$ cat config.mk
export PLATFORM = sky130hd
export DESIGN_NAME = bbc_tx_gate
export DESIGN_NICKNAME = d
export VERILOG_FILES = /design/src/rtl/bbc_pkg.sv /design/src/rtl/bbc_credit_ctr.sv /design/src/rtl/bbc_owed_ctr.sv /design/src/rtl/bbc_slot_sched.sv /design/src/rtl/bbc_tx_gate.sv
export SDC_FILE = /design/constraint.sdc
export NUM_CORES = 1
export LEC_CHECK = 0
export BUFFER_PORTS_ARGS = -buffer_cell sky130_fd_sc_hd__buf_2
export CORE_MARGIN = 2
export CORE_UTILIZATION = 40
export CTS_BUF_LIST = sky130_fd_sc_hd__clkbuf_16
export DETAILED_ROUTE_END_ITERATION = 8
export PLACE_DENSITY = 0.66
export SYNTH_ARGS = -nofsm -noshare
export SYNTH_HDL_FRONTEND = slang
export SYNTH_HIERARCHICAL = 1
export SYNTH_SLANG_ARGS = --single-unit
$ cat constraint.sdc
create_clock -name clk -period 3.1 [get_ports clk]
set_clock_uncertainty 0.15 [all_clocks]
set_input_delay 0.31 -clock clk [delete_from_list [all_inputs] [get_ports clk]]
set_output_delay 0.31 -clock clk [all_outputs]
set_load 0.02 [all_outputs]
$ cat src/rtl/bbc_pkg.sv
package bbc_pkg;
  // What the single transmit word slot carries in a given cycle
  typedef enum logic [1:0] {
    SLOT_IDLE  = 2'd0,
    SLOT_READY = 2'd1,
    SLOT_FRAME = 2'd2
  } slot_e;
endpackage

$ cat src/rtl/bbc_credit_ctr.sv
module bbc_credit_ctr #(
  parameter int CW = 8
) (
  input  logic          clk,
  input  logic          rst,
  input  logic          link_down,
  input  logic          load,
  input  logic [CW-1:0] load_val,
  input  logic          take,
  input  logic          give,
  output logic [CW-1:0] cnt,
  output logic          has_credit,
  output logic          err
);
  localparam logic [CW-1:0] ZERO = '0;

  logic [CW-1:0] cnt_q, max_q;
  logic          dn_q, err_q;

  always_ff @(posedge clk) begin
    if (rst) begin
      cnt_q <= ZERO;
      max_q <= ZERO;
      dn_q  <= 1'b1;
      err_q <= 1'b0;
    end else begin
      dn_q <= link_down;
      if (load) begin
        max_q <= load_val;
        err_q <= 1'b0;
      end
      if (link_down) begin
        cnt_q <= ZERO;
      end else if (load) begin
        cnt_q <= load_val;
      end else if (dn_q) begin
        cnt_q <= max_q;
      end else if (take && !give) begin
        cnt_q <= cnt_q - 1'b1;
      end else if (give && !take) begin
        if (cnt_q == max_q) err_q <= 1'b1;
        else                cnt_q <= cnt_q + 1'b1;
      end
    end
  end

  assign cnt        = cnt_q;
  assign has_credit = (cnt_q != ZERO);
  assign err        = err_q;

  AST_CNT_LE_MAX: assert property (@(posedge clk) disable iff (rst)
    cnt_q <= max_q);
  AST_DOWN_ZERO: assert property (@(posedge clk) disable iff (rst)
    link_down |=> (cnt_q == ZERO));
  AST_ERR_STICKY: assert property (@(posedge clk) disable iff (rst)
    (err_q && !load) |=> err_q);
endmodule

$ cat src/rtl/bbc_owed_ctr.sv
module bbc_owed_ctr #(
  parameter int OW = 8
) (
  input  logic clk,
  input  logic rst,
  input  logic link_down,
  input  logic add,
  input  logic sent,
  output logic pending
);
  localparam logic [OW-1:0] ZERO = '0;
  localparam logic [OW-1:0] FULL = '1;

  logic [OW-1:0] owed_q;

  always_ff @(posedge clk) begin
    if (rst || link_down) begin
      owed_q <= ZERO;
    end else if (add && !sent) begin
      if (owed_q != FULL) owed_q <= owed_q + 1'b1;
    end else if (sent && !add) begin
      owed_q <= owed_q - 1'b1;
    end
  end

  assign pending = (owed_q != ZERO);

  AST_SEND_HAS_OWED: assert property (@(posedge clk) disable iff (rst)
    sent |-> (owed_q != ZERO));
endmodule

$ cat src/rtl/bbc_slot_sched.sv
module bbc_slot_sched
  import bbc_pkg::*;
(
  input  logic clk,
  input  logic rst,
  input  logic link_down,
  input  logic load,
  input  logic frm_req,
  input  logic frm_end,
  input  logic has_credit,
  input  logic owed_pend,
  output logic go,
  output logic send,
  output logic start_q,
  output logic ready_q
);
  logic  busy_q;
  logic  open_slot;
  slot_e pick;

  assign open_slot = !busy_q && !link_down && !load;

  always_comb begin
    pick = SLOT_IDLE;
    if (open_slot) begin
      if (owed_pend)                    pick = SLOT_READY;
      else if (frm_req && has_credit)   pick = SLOT_FRAME;
    end
  end

  assign go   = (pick == SLOT_FRAME);
  assign send = (pick == SLOT_READY);

  always_ff @(posedge clk) begin
    if (rst) begin
      busy_q  <= 1'b0;
      start_q <= 1'b0;
      ready_q <= 1'b0;
    end else begin
      start_q <= go;
      ready_q <= send;
      if (link_down)             busy_q <= 1'b0;
      else if (busy_q && frm_end) busy_q <= 1'b0;
      else if (go)               busy_q <= 1'b1;
    end
  end

  AST_READY_NOT_IN_FRAME: assert property (@(posedge clk) disable iff (rst)
    (busy_q && !frm_end) |=> !ready_q);
endmodule

$ cat src/rtl/bbc_tx_gate.sv
module bbc_tx_gate #(
  parameter int CW = 8,
  parameter int OW = 8
) (
  input  logic          clk,
  input  logic          rst,
  input  logic          link_down,
  input  logic          login_load,
  input  logic [CW-1:0] login_credits,
  input  logic          frm_req,
  input  logic          frm_end,
  input  logic          rrdy_in,
  input  logic          rdy_owe,
  output logic          frm_start,
  output logic          tx_ready,
  output logic [CW-1:0] credits,
  output logic          cred_err
);
  logic go, send, has_credit, owed_pend;

  bbc_credit_ctr #(.CW(CW)) u_credit (
    .clk        (clk),
    .rst        (rst),
    .link_down  (link_down),
    .load       (login_load),
    .load_val   (login_credits),
    .take       (go),
    .give       (rrdy_in),
    .cnt        (credits),
    .has_credit (has_credit),
    .err        (cred_err)
  );

  bbc_owed_ctr #(.OW(OW)) u_owed (
    .clk       (clk),
    .rst       (rst),
    .link_down (link_down),
    .add       (rdy_owe),
    .sent      (send),
    .pending   (owed_pend)
  );

  bbc_slot_sched u_sched (
    .clk        (clk),
    .rst        (rst),
    .link_down  (link_down),
    .load       (login_load),
    .frm_req    (frm_req),
    .frm_end    (frm_end),
    .has_credit (has_credit),
    .owed_pend  (owed_pend),
    .go         (go),
    .send       (send),
    .start_q    (frm_start),
    .ready_q    (tx_ready)
  );

  AST_START_NEEDS_CREDIT: assert property (@(posedge clk) disable iff (rst)
    frm_start |-> ($past(credits) != '0));
  AST_START_SPENDS: assert property (@(posedge clk) disable iff (rst)
    (frm_start && !$past(rrdy_in)) |-> (credits == $past(credits) - 1'b1));
  AST_READY_FREE: assert property (@(posedge clk) disable iff (rst)
    (tx_ready && !$past(rrdy_in)) |-> (credits == $past(credits)));
  AST_ONE_WORD: assert property (@(posedge clk) disable iff (rst)
    $onehot0({frm_start, tx_ready}));
  AST_NO_BACK_TO_BACK: assert property (@(posedge clk) disable iff (rst)
    frm_start |=> !frm_start);
endmodule

Word level (Yosys, flattened, before mapping)
Index checks and enable logic that the tools add are counted.
{"block": "totals", "reg_bits": 29, "out_inout_bits": 11, "wordCells": 60, "in_bits": 16}
{"block": "op_classes", "eq_ne": 6, "reduce_logical": 24, "addsub": 4, "mux": 18}
{"operator": "8-bit 2-to-1 mux", "count": 8}
{"operator": "8-bit by 1-bit adder with 8-bit output, second input constant", "count": 2}
{"operator": "8-bit nonzero test", "count": 2}
{"operator": "8-bit by 1-bit subtractor with 8-bit output, second input constant", "count": 2}
{"operator": "8-bit == test", "count": 1}
{"operator": "1-bit logical AND", "count": 8}
{"operator": "8-bit inequality test, second input constant", "count": 1}
{"operator": "1-bit logical NOT", "count": 7}
{"operator": "1-bit 2-to-1 mux", "count": 7}
{"operator": "2-bit 2-to-1 mux", "count": 3}
{"operator": "4-bit by 2-bit inequality test with 1-bit output, second input constant", "count": 1}
{"operator": "2-bit AND reduction", "count": 2}
{"operator": "4-bit nonzero test", "count": 1}
{"operator": "3-bit OR reduction", "count": 1}
{"operator": "2-bit by 1-bit == test with 1-bit output, second input constant", "count": 1}
{"operator": "2-bit == test, second input constant", "count": 1}
{"operator": "2-bit inequality test, second input constant", "count": 1}
{"operator": "2-bit nonzero test", "count": 1}
{"operator": "2-bit OR reduction", "count": 1}
{"operator": "1-bit logical OR", "count": 1}

Longest topological paths before layout
Gate-level depths: netlist of run 1.
{"block": "depth", "depth_word": 13, "depth_mapped": 17, "mapped_depth_nobuf": 14}

Cells and area by module
Netlist of run 1, hierarchy kept.
{"module": "bbc_credit_ctr", "n_inst": 1, "area_per_inst_um2": 1397.6, "cells_per_inst": 171, "seq_area_each_um2": 360.3}
{"module": "bbc_owed_ctr", "n_inst": 1, "area_per_inst_um2": 714.4, "cells_per_inst": 87, "seq_area_each_um2": 160.2}
{"module": "bbc_slot_sched", "n_inst": 1, "area_per_inst_um2": 125.1, "cells_per_inst": 11, "seq_area_each_um2": 60.1}

Worst setup path before layout of run 1
OpenSTA, ideal clock, no wires.
{"block": "synth_timing", "path_kind": "register to register", "startpoint": "reg u_credit.cnt_q[0] (netlist: u_credit/cnt[0])", "endpoint": "reg u_credit.cnt_q[6] (netlist: u_credit/cnt[6])", "period_less_slack_ns": 3.413, "required_ns": 2.823, "setup_slack_ns": -0.313, "path_stages_with_launch": 18, "setup_time_ns": 0.127, "arrival_time_ns": 3.136, "path_cell_list": "dfxtp_1 > buf_2 > nor3_1 > nand3b_1 > or3_1 > nand3b_1 > nor2_1 > ha_1 > buf_6 > buf_4 > xor2_1 > ha_1 > nor4_2 > nor4_4 > mux2i_1 > nor4_2 > o31ai_1 > a31oi_1"}
{"block": "synth_via", "elab_chain_cells": 10, "word_cells_on_any_way": 20, "cone_classes": "add/sub (2); eq/ne (3); mux (8); reduce/logical (7)"}
{"item": "start, declared", "line_no": "bbc_credit_ctr.sv:17", "text": "logic [CW-1:0] cnt_q, max_q;"}
{"item": "start signal, assigned", "line_no": "bbc_credit_ctr.sv:35", "text": "cnt_q <= load_val;"}
{"item": "start signal, assigned", "line_no": "bbc_credit_ctr.sv:37", "text": "cnt_q <= max_q;"}
{"item": "start signal, assigned", "line_no": "bbc_credit_ctr.sv:39", "text": "cnt_q <= cnt_q - 1'b1;"}
{"item": "8-bit nonzero test *", "line_no": "bbc_credit_ctr.sv:48", "text": "assign has_credit = (cnt_q != ZERO);"}
{"item": "net has_credit", "line_no": "bbc_tx_gate.sv:19", "text": "logic go, send, has_credit, owed_pend;"}
{"item": "1-bit logical AND *", "line_no": "bbc_slot_sched.sv:27", "text": "else if (frm_req && has_credit) pick = SLOT_FRAME;"}
{"item": "2-bit 2-to-1 mux *", "line_no": "bbc_slot_sched.sv:27"}
{"item": "2-bit 2-to-1 mux *", "line_no": "bbc_slot_sched.sv:26", "text": "if (owed_pend) pick = SLOT_READY;"}
{"item": "2-bit 2-to-1 mux *", "line_no": "bbc_slot_sched.sv:25", "text": "if (open_slot) begin"}
{"item": "2-bit == test *", "line_no": "bbc_slot_sched.sv:31", "text": "assign go = (pick == SLOT_FRAME);"}
{"item": "net go", "line_no": "bbc_tx_gate.sv:19"}
{"item": "1-bit logical AND or 1-bit logical NOT (tied branches)", "line_no": "bbc_credit_ctr.sv:38, bbc_credit_ctr.sv:40"}
{"item": "8-bit 2-to-1 mux or 1-bit logical AND (tied branches)", "line_no": "bbc_credit_ctr.sv:38, bbc_credit_ctr.sv:40"}
{"item": "8-bit 2-to-1 mux or 4-bit nonzero test (tied branches)"}
{"item": "8-bit 2-to-1 mux or 2-bit AND reduction (tied branches)"}
Mark *: on every way through the listed nets, which the timed path passes. The rest lies on a longest branch. The select of a mux whose other input is x is not followed.
A chain may end at the register's enable or synchronous reset.

Final worst setup path of run 1
{"block": "layout_timing", "startpoint": "reg u_owed.owed_q[2]", "endpoint": "reg u_credit.cnt_q[6] (netlist: u_credit/cnt[6])"}
{"block": "layout_via", "elab_chain_cells": 8, "word_cells_on_any_way": 13, "cone_classes": "eq/ne (2); mux (5); reduce/logical (6)"}
{"item": "start, declared", "line_no": "bbc_owed_ctr.sv:14", "text": "logic [OW-1:0] owed_q;"}
{"item": "start signal, assigned", "line_no": "bbc_owed_ctr.sv:20", "text": "if (owed_q != FULL) owed_q <= owed_q + 1'b1;"}
{"item": "start signal, assigned", "line_no": "bbc_owed_ctr.sv:22", "text": "owed_q <= owed_q - 1'b1;"}
{"item": "8-bit nonzero test *", "line_no": "bbc_owed_ctr.sv:26", "text": "assign pending = (owed_q != ZERO);"}
{"item": "net owed_pend", "line_no": "bbc_tx_gate.sv:19"}
{"item": "2-bit 2-to-1 mux *", "line_no": "bbc_slot_sched.sv:26"}
{"item": "2-bit 2-to-1 mux *", "line_no": "bbc_slot_sched.sv:25"}
{"item": "2-bit == test *", "line_no": "bbc_slot_sched.sv:31"}
{"item": "net go", "line_no": "bbc_tx_gate.sv:19"}
{"item": "1-bit logical AND or 1-bit logical NOT (tied branches)", "line_no": "bbc_credit_ctr.sv:38, bbc_credit_ctr.sv:40"}
{"item": "8-bit 2-to-1 mux or 1-bit logical AND (tied branches)", "line_no": "bbc_credit_ctr.sv:38, bbc_credit_ctr.sv:40"}
{"item": "8-bit 2-to-1 mux or 4-bit nonzero test (tied branches)"}
{"item": "8-bit 2-to-1 mux or 2-bit AND reduction (tied branches)"}
Mark *: on every way through the listed nets, which the timed path passes. The rest lies on a longest branch.

==> results of run 1 <==
-- cells by family after synthesis --
group | count (synthesis) | synth area share
and+or+nand+nor | 98 | 0.260
adders and majority gates | 11 | 0.0649
buffers and inverters | 32 | 0.0682
xor gates and xnor gates | 18 | 0.0705
AOI/OAI and AO/OA | 71 | 0.232
DFF | 29 | 0.260
muxes | 10 | 0.0447
-- power groups by stage --
| stage | Sequential (mW) | Clock (mW) | Combinational [mW] |
|---|---|---|---|
| global placement | 0.420 | 0 | 0.306 |
| finish | 0.415 | 0.450 | 0.330 |
| floorplan | 0.424 | 0 | 0.214 |
| global route | 0.417 | 0.478 | 0.359 |
| CTS | 0.413 | 0.458 | 0.311 |
| detailed placement | 0.421 | 0 | 0.309 |
-- cells in the final DEF, fill, tap and decap left out, drive strengths merged, types with 2 or more instances in the layout --
master	instances
inv	15
clkbuf	5
ha	10
nor2	20
o211ai	2
nand3b	5
nor2b	4
nand2b	2
o22ai	2
o221ai	2
or2	2
a21oi	14
nand3	9
buf	47
nor4	7
nor3	10
dfxtp	29
xor2	5
a211oi	8
xnor2	13
a32o	2
a221oi	2
a31oi	2
o31ai	4
a21o	2
nand2	16
or3b	2
a211o	4
mux2i	10
clkinv	3
or3	3
o21ai	15
nand4	5
nor3b	6
o21a	3
-- critical path, cell delays in order, from the launching register on --
cell and delay (ns):
dfxtp_1 0.37, nor4_2 0.29, nand2_1 0.13, nand3b_1 0.21, nor2_2 0.14, ha_2 0.21
xor2_1 0.15, ha_2 0.22, nor4_2 0.05, nor4_4 0.27, mux2i_1 0.29, nor4_2 0.06
o31ai_1 0.20, a31oi_1 0.10
-- per-layer routing --
layer  vias up  GRT usage  wire length [um]
li1       1068          -                 -
met1      1014      0.255              2770
met4         0     0.0632                76
met2        52      0.327              2930
met5         -          0                 0
met3        10     0.0273               236
-- state kept, by name, summed over array words and instances, names as in the netlist --
signal / cells
u_credit/cnt: 8
u_sched/start_q: 1
u_owed/owed_q: 8
u_credit/err: 1
u_credit/max_q: 8
u_sched/ready_q: 1
u_sched/busy_q: 1
u_credit/dn_q: 1
-- path summary, 6_finish.rpt --
path,end,slack [ns],cells after the start,startpoint
worst max register to register,u_credit/cnt[6],0.13,13,u_owed/owed_q[2]
worst min-delay path,u_credit/max_q[7],0.15,3,login_credits[7]
worst min register to register,u_credit/max_q[1],0.35,2,u_credit/max_q[1]
worst max-delay path,u_credit/cnt[6],0.13,13,u_owed/owed_q[2]
-- final cells by class --
type,instances,area (sq um),area share
clock buffer,5,125,0.0458
clock inverter,3,12.5,0.00458
inverter,15,56.3,0.0206
multi-input combinational,208,1570,0.573
sequential,29,589,0.216
tap,72,90.1,0.0330
timing repair buffer,47,292,0.107
-- through the flow --
| step | util | setup WS (ns) |
|---|---|---|
| 3_3_place_gp | 0.465 | 0.130 |
| 4_1_cts | 0.490 | 0.0944 |
| 2_1_floorplan | - | -0.211 |
| 6_report | 0.502 | 0.132 |
| 3_5_place_dp | 0.465 | 0.102 |
| 5_1_grt | 0.502 | -0.106 |
-- repair_timing --
action	CTS	global route
setup buffers	0	2
resized for setup	0	9
setup endpoints to repair	0	8
==> results.cfg, run 1 <==
[routing]
drc = 0
dr.pass1.iters = 4
num_vias = 2144
drtAntennaViolNets = 0
wl_per_cell_um = 15.9
drt_iter0_drc = 163
viasPerCell = 5.66
routed_wl_mm = 6.01

[global_route]
grt_pass1_wl_mm = 9.50
grt_max_degree = 20
grt.overflow.total = 0
grt_usage = 0.194
antenna_found_initial = 0
grt_pass1_vias = 1939

[placement]
routabilityCongestion = 0.887
port_buffers = 26
dp_hpwl_mm = 4.44
place_area_sq_mm = 0.00253
placedCellCount = 369

[power_and_ir_drop]
p_clk_frac = 0.377
leakage_nw = 1.15
sw_frac_of_total = 0.305
p_int_mw = 0.830
p_sw_mw = 0.364
total_power_mw = 1.19
ir_worst_vdd_v = 0.000222
pwr-share-seq = 0.347
p_per_area_mw_per_mm2 = 438
pwr-share-comb = 0.276

[layout]
area_delta_synth_final_pct = 22.0
layout.nets = 333
diodes = 0
final_area_sq_mm = 0.00273
drive_gt1_frac = 0.270
finalNonFillerCells = 379
nFillCells = 495

[synth]
synth_commonest_cells = 29 x dfxtp_1, 20 x nor2_1, 16 x nand2_1
synth_top_area_cell = dfxtp_1
synth-main-ff-cell = dfxtp_1
syn_nets = 296
syn-cell-area_sq_mm = 0.00224
synth_enable_flop_cells = 0
synthTopCellsByArea = dfxtp_1 26%, ha_1 5.6%, xnor2_1 5.1%, mux2i_1 4.5%, nor2_1 3.4%
yosysTopAreaCellShare = 0.260
synthDistinctLibCells = 69
avgSynthCellArea_sq_um = 8.32
yosys_warnings = 6
synth_cells = 269
synth-seq-cells = 29
seq_area_frac_synth = 0.260
yosysMostFrequentCell = dfxtp_1
postSynth.asyncResetShare = 0

[worst_setup_path]
path_class = flip-flop to flip-flop
crit_arrival_ns = 2.97
end_kind = flip-flop
required_ns = 3.10
cp-start-kind = flip-flop
cp_max_fo = 4

[clock_network]
clkSinkCount = 29
path_clk_slew_ns = 0.05
htree_levels = 2
cts_tree = yes
root_buffer = clkbuf_16
cts_buffers = 5
clock_path_buffers = 2
insertion_delay_ns = 0.27
cts_hold_buf = 0

[timing]
finalSetupViolCount = 0
rsz0062_at_grt = true
whs_ns = 0.150
fin_crit_sh = 0.958
min_period_ns = 2.97
slew_violations = 0
final-hold-violation-count = 0
fin_tns_setup_ns = 0
max_clock_freq_mhz = 337
maxSlewHeadroom = 0.662
worst_slew_pin_slew_ns = 0.505

[outcome]
status = finished, final reports clean

[floorplan]
core_sq_mm = 0.00544
die_y_um = 78.8
placementRows = 27
dieWidth_um = 78.8
dieArea_sq_mm = 0.00621
start_util = 0.411
ios = 27

[worst_hold_path]
hold_class = primary input to flip-flop

[flow_run]
cap_violations = 0
(Power assumes the default switching activity.)
==> run 2, diff against run 1 <==
--- a/config.mk
+++ b/config.mk
@@ -11,6 +11,8 @@
 export CTS_BUF_LIST = sky130_fd_sc_hd__clkbuf_16
 export DETAILED_ROUTE_END_ITERATION = 8
 export PLACE_DENSITY = 0.66
+export REMOVE_ABC_BUFFERS = 1
+export SETUP_SLACK_MARGIN = 0.5
 export SYNTH_ARGS = -nofsm -noshare
 export SYNTH_HDL_FRONTEND = slang
 export SYNTH_HIERARCHICAL = 1
==> run 2 against run 1 <==
Net effect:
- the flow now finishes with violations (negative setup slack)
- largest power group is now combinational logic
- sequential power about the same
- highest routed layer unchanged
- flip-flop and latch count did not move
- non-clock buffer count is 47 higher
==> results.cfg, run 2 (synthesis results as in run 1) <==
[global_route]
grt_usage = 0.228
grt_pass1_vias = 2433
grt_pass1_wl_mm = 11.2
antenna_found_initial = 0
grt.overflow.total = 0
grt_max_degree = 17

[timing]
rsz0062_at_grt = true
finalSetupViolCount = 2
fin_ws_ns = -0.132
final-hold-violation-count = 0
min_period_ns = 3.23
worst_slew_pin_slew_ns = 0.624
maxSlewHeadroom = 0.582
slew_violations = 0
max_clock_freq_mhz = 309
fin_tns_setup_ns = -0.151
whs_ns = 0.149
fin_crit_sh = 1.04

[layout]
final_common_cell = buf_6
final_util = 0.656
layout.nets = 381
register_area_sq_um = 606
area_delta_synth_final_pct = 59.5
diodes = 0
mostFrequentLayoutCells = 34 x buf_6, 32 x buf_4, 27 x buf_2
multiInputGateArea_sq_mm = 0.00190
drive_gt1_frac = 0.496
nFillCells = 414

[clock_network]
clkSinkCount = 29
path_clk_slew_ns = 0.05
insertion_delay_ns = 0.28
htree_levels = 2
root_buffer = clkbuf_16
clock_path_buffers = 2
cts_buffers = 5
cts_hold_buf = 0
cts_tree = yes

[floorplan]
ios = 27
die_y_um = 78.8
dieWidth_um = 78.8
core_sq_mm = 0.00544
placementRows = 27
start_util = 0.411
dieArea_sq_mm = 0.00621

[power_and_ir_drop]
ir_worst_vdd_v = 0.000270
leakage_nw = 1.53
p_per_area_mw_per_mm2 = 406

[routing]
drt_iter0_drc = 204
wl_per_cell_um = 19.4
drtAntennaViolNets = 0
routed_wl_mm = 8.27
drc = 0
num_vias = 2549
dr.pass1.iters = 7
viasPerCell = 5.97

[placement]
dp_hpwl_mm = 4.42
port_buffers = 26
place_ws_ns = -0.0740
routabilityCongestion = 0.897

[worst_setup_path]
cp-start-kind = flip-flop
cp_max_fo = 3
end_kind = flip-flop
crit_arrival_ns = 3.24
required_ns = 3.11
path_class = flip-flop to flip-flop

[outcome]
status = complete, but fails checks
violations = negative setup slack

[flow_run]
cap_violations = 0

[worst_hold_path]
hold_class = primary input to flip-flop
-- run 2: changes by cell type in the layout (fill, tap and decap cells not counted), moves of 5 or more --
cell	change
a21oi_1	-5
a21oi_2	+5
buf_4	+12
buf_6	+33
dfxtp_1	-7
ha_1	-5
ha_4	+5
o21ai_0	-7
o21ai_1	+5
-- run 2: final timing paths --
check                                        from           endpoint  slack, ns  cells after the start
worst max-delay path              u_credit/cnt[0]    u_credit/cnt[6]      -0.13                     14
worst min-delay path             login_credits[7]  u_credit/max_q[7]       0.15                      3
worst max register to register    u_credit/cnt[0]    u_credit/cnt[6]      -0.13                     14
worst min register to register  u_credit/max_q[2]  u_credit/max_q[2]       0.36                      2
-- run 2: through the flow --
stage	area, sq um	power (mW)	cells
global route	3570	1.50	427
detailed placement	2520	0.730	371
global placement	2520	0.724	371
floorplan	2140	0.621	252
CTS	3120	1.30	413
finish	3570	1.45	427
-- run 2: layout make-up --
type / instances / area share
Clock buffer: 5 / 0.0351
Clock inverter: 3 / 0.00386
Inverter: 15 / 0.0165
Multi-Input combinational cell: 209 / 0.531
Sequential cell: 29 / 0.170
Tap cell: 72 / 0.0253
Timing Repair Buffer: 94 / 0.218
-- run 2: repair_timing --
| action | in CTS | in global routing |
|---|---|---|
| setup buffers | 34 | 13 |
| endpoints found under the setup margin | 14 | 17 |
| endpoints found under the hold margin | 0 | 0 |
| pin swaps | 19 | 33 |
| cloned | 0 | 1 |
| resized for setup | 46 | 75 |
-- run 2: power breakdown --
part / internal [mW] / leakage, nW / switching, mW / total [mW]
clock: 0.290 / 0.0748 / 0.169 / 0.460
sequential: 0.394 / 0.243 / 0.0226 / 0.417
combinational: 0.296 / 1.21 / 0.277 / 0.573
-- run 2: worst max-delay path, stage by stage, from the launching register on --
cell	delay [ns]
dfxtp_2	0.33
nor3_4	0.22
nand3b_1	0.14
or3_1	0.34
nand3b_1	0.14
nor2_2	0.07
ha_2	0.21
xor2_1	0.15
ha_2	0.25
nor4_4	0.06
nor4_4	0.29
mux2i_2	0.33
nor4_2	0.06
o31ai_1	0.26
a31oi_1	0.12
-- run 2: per-layer routing --
metal / track usage / wire [um] / share of wire
met5: 0 / 0 / 0
met4: 0.149 / 332 / 0.040
met3: 0.0386 / 456 / 0.055
met2: 0.404 / 4380 / 0.53
met1: 0.249 / 3100 / 0.37
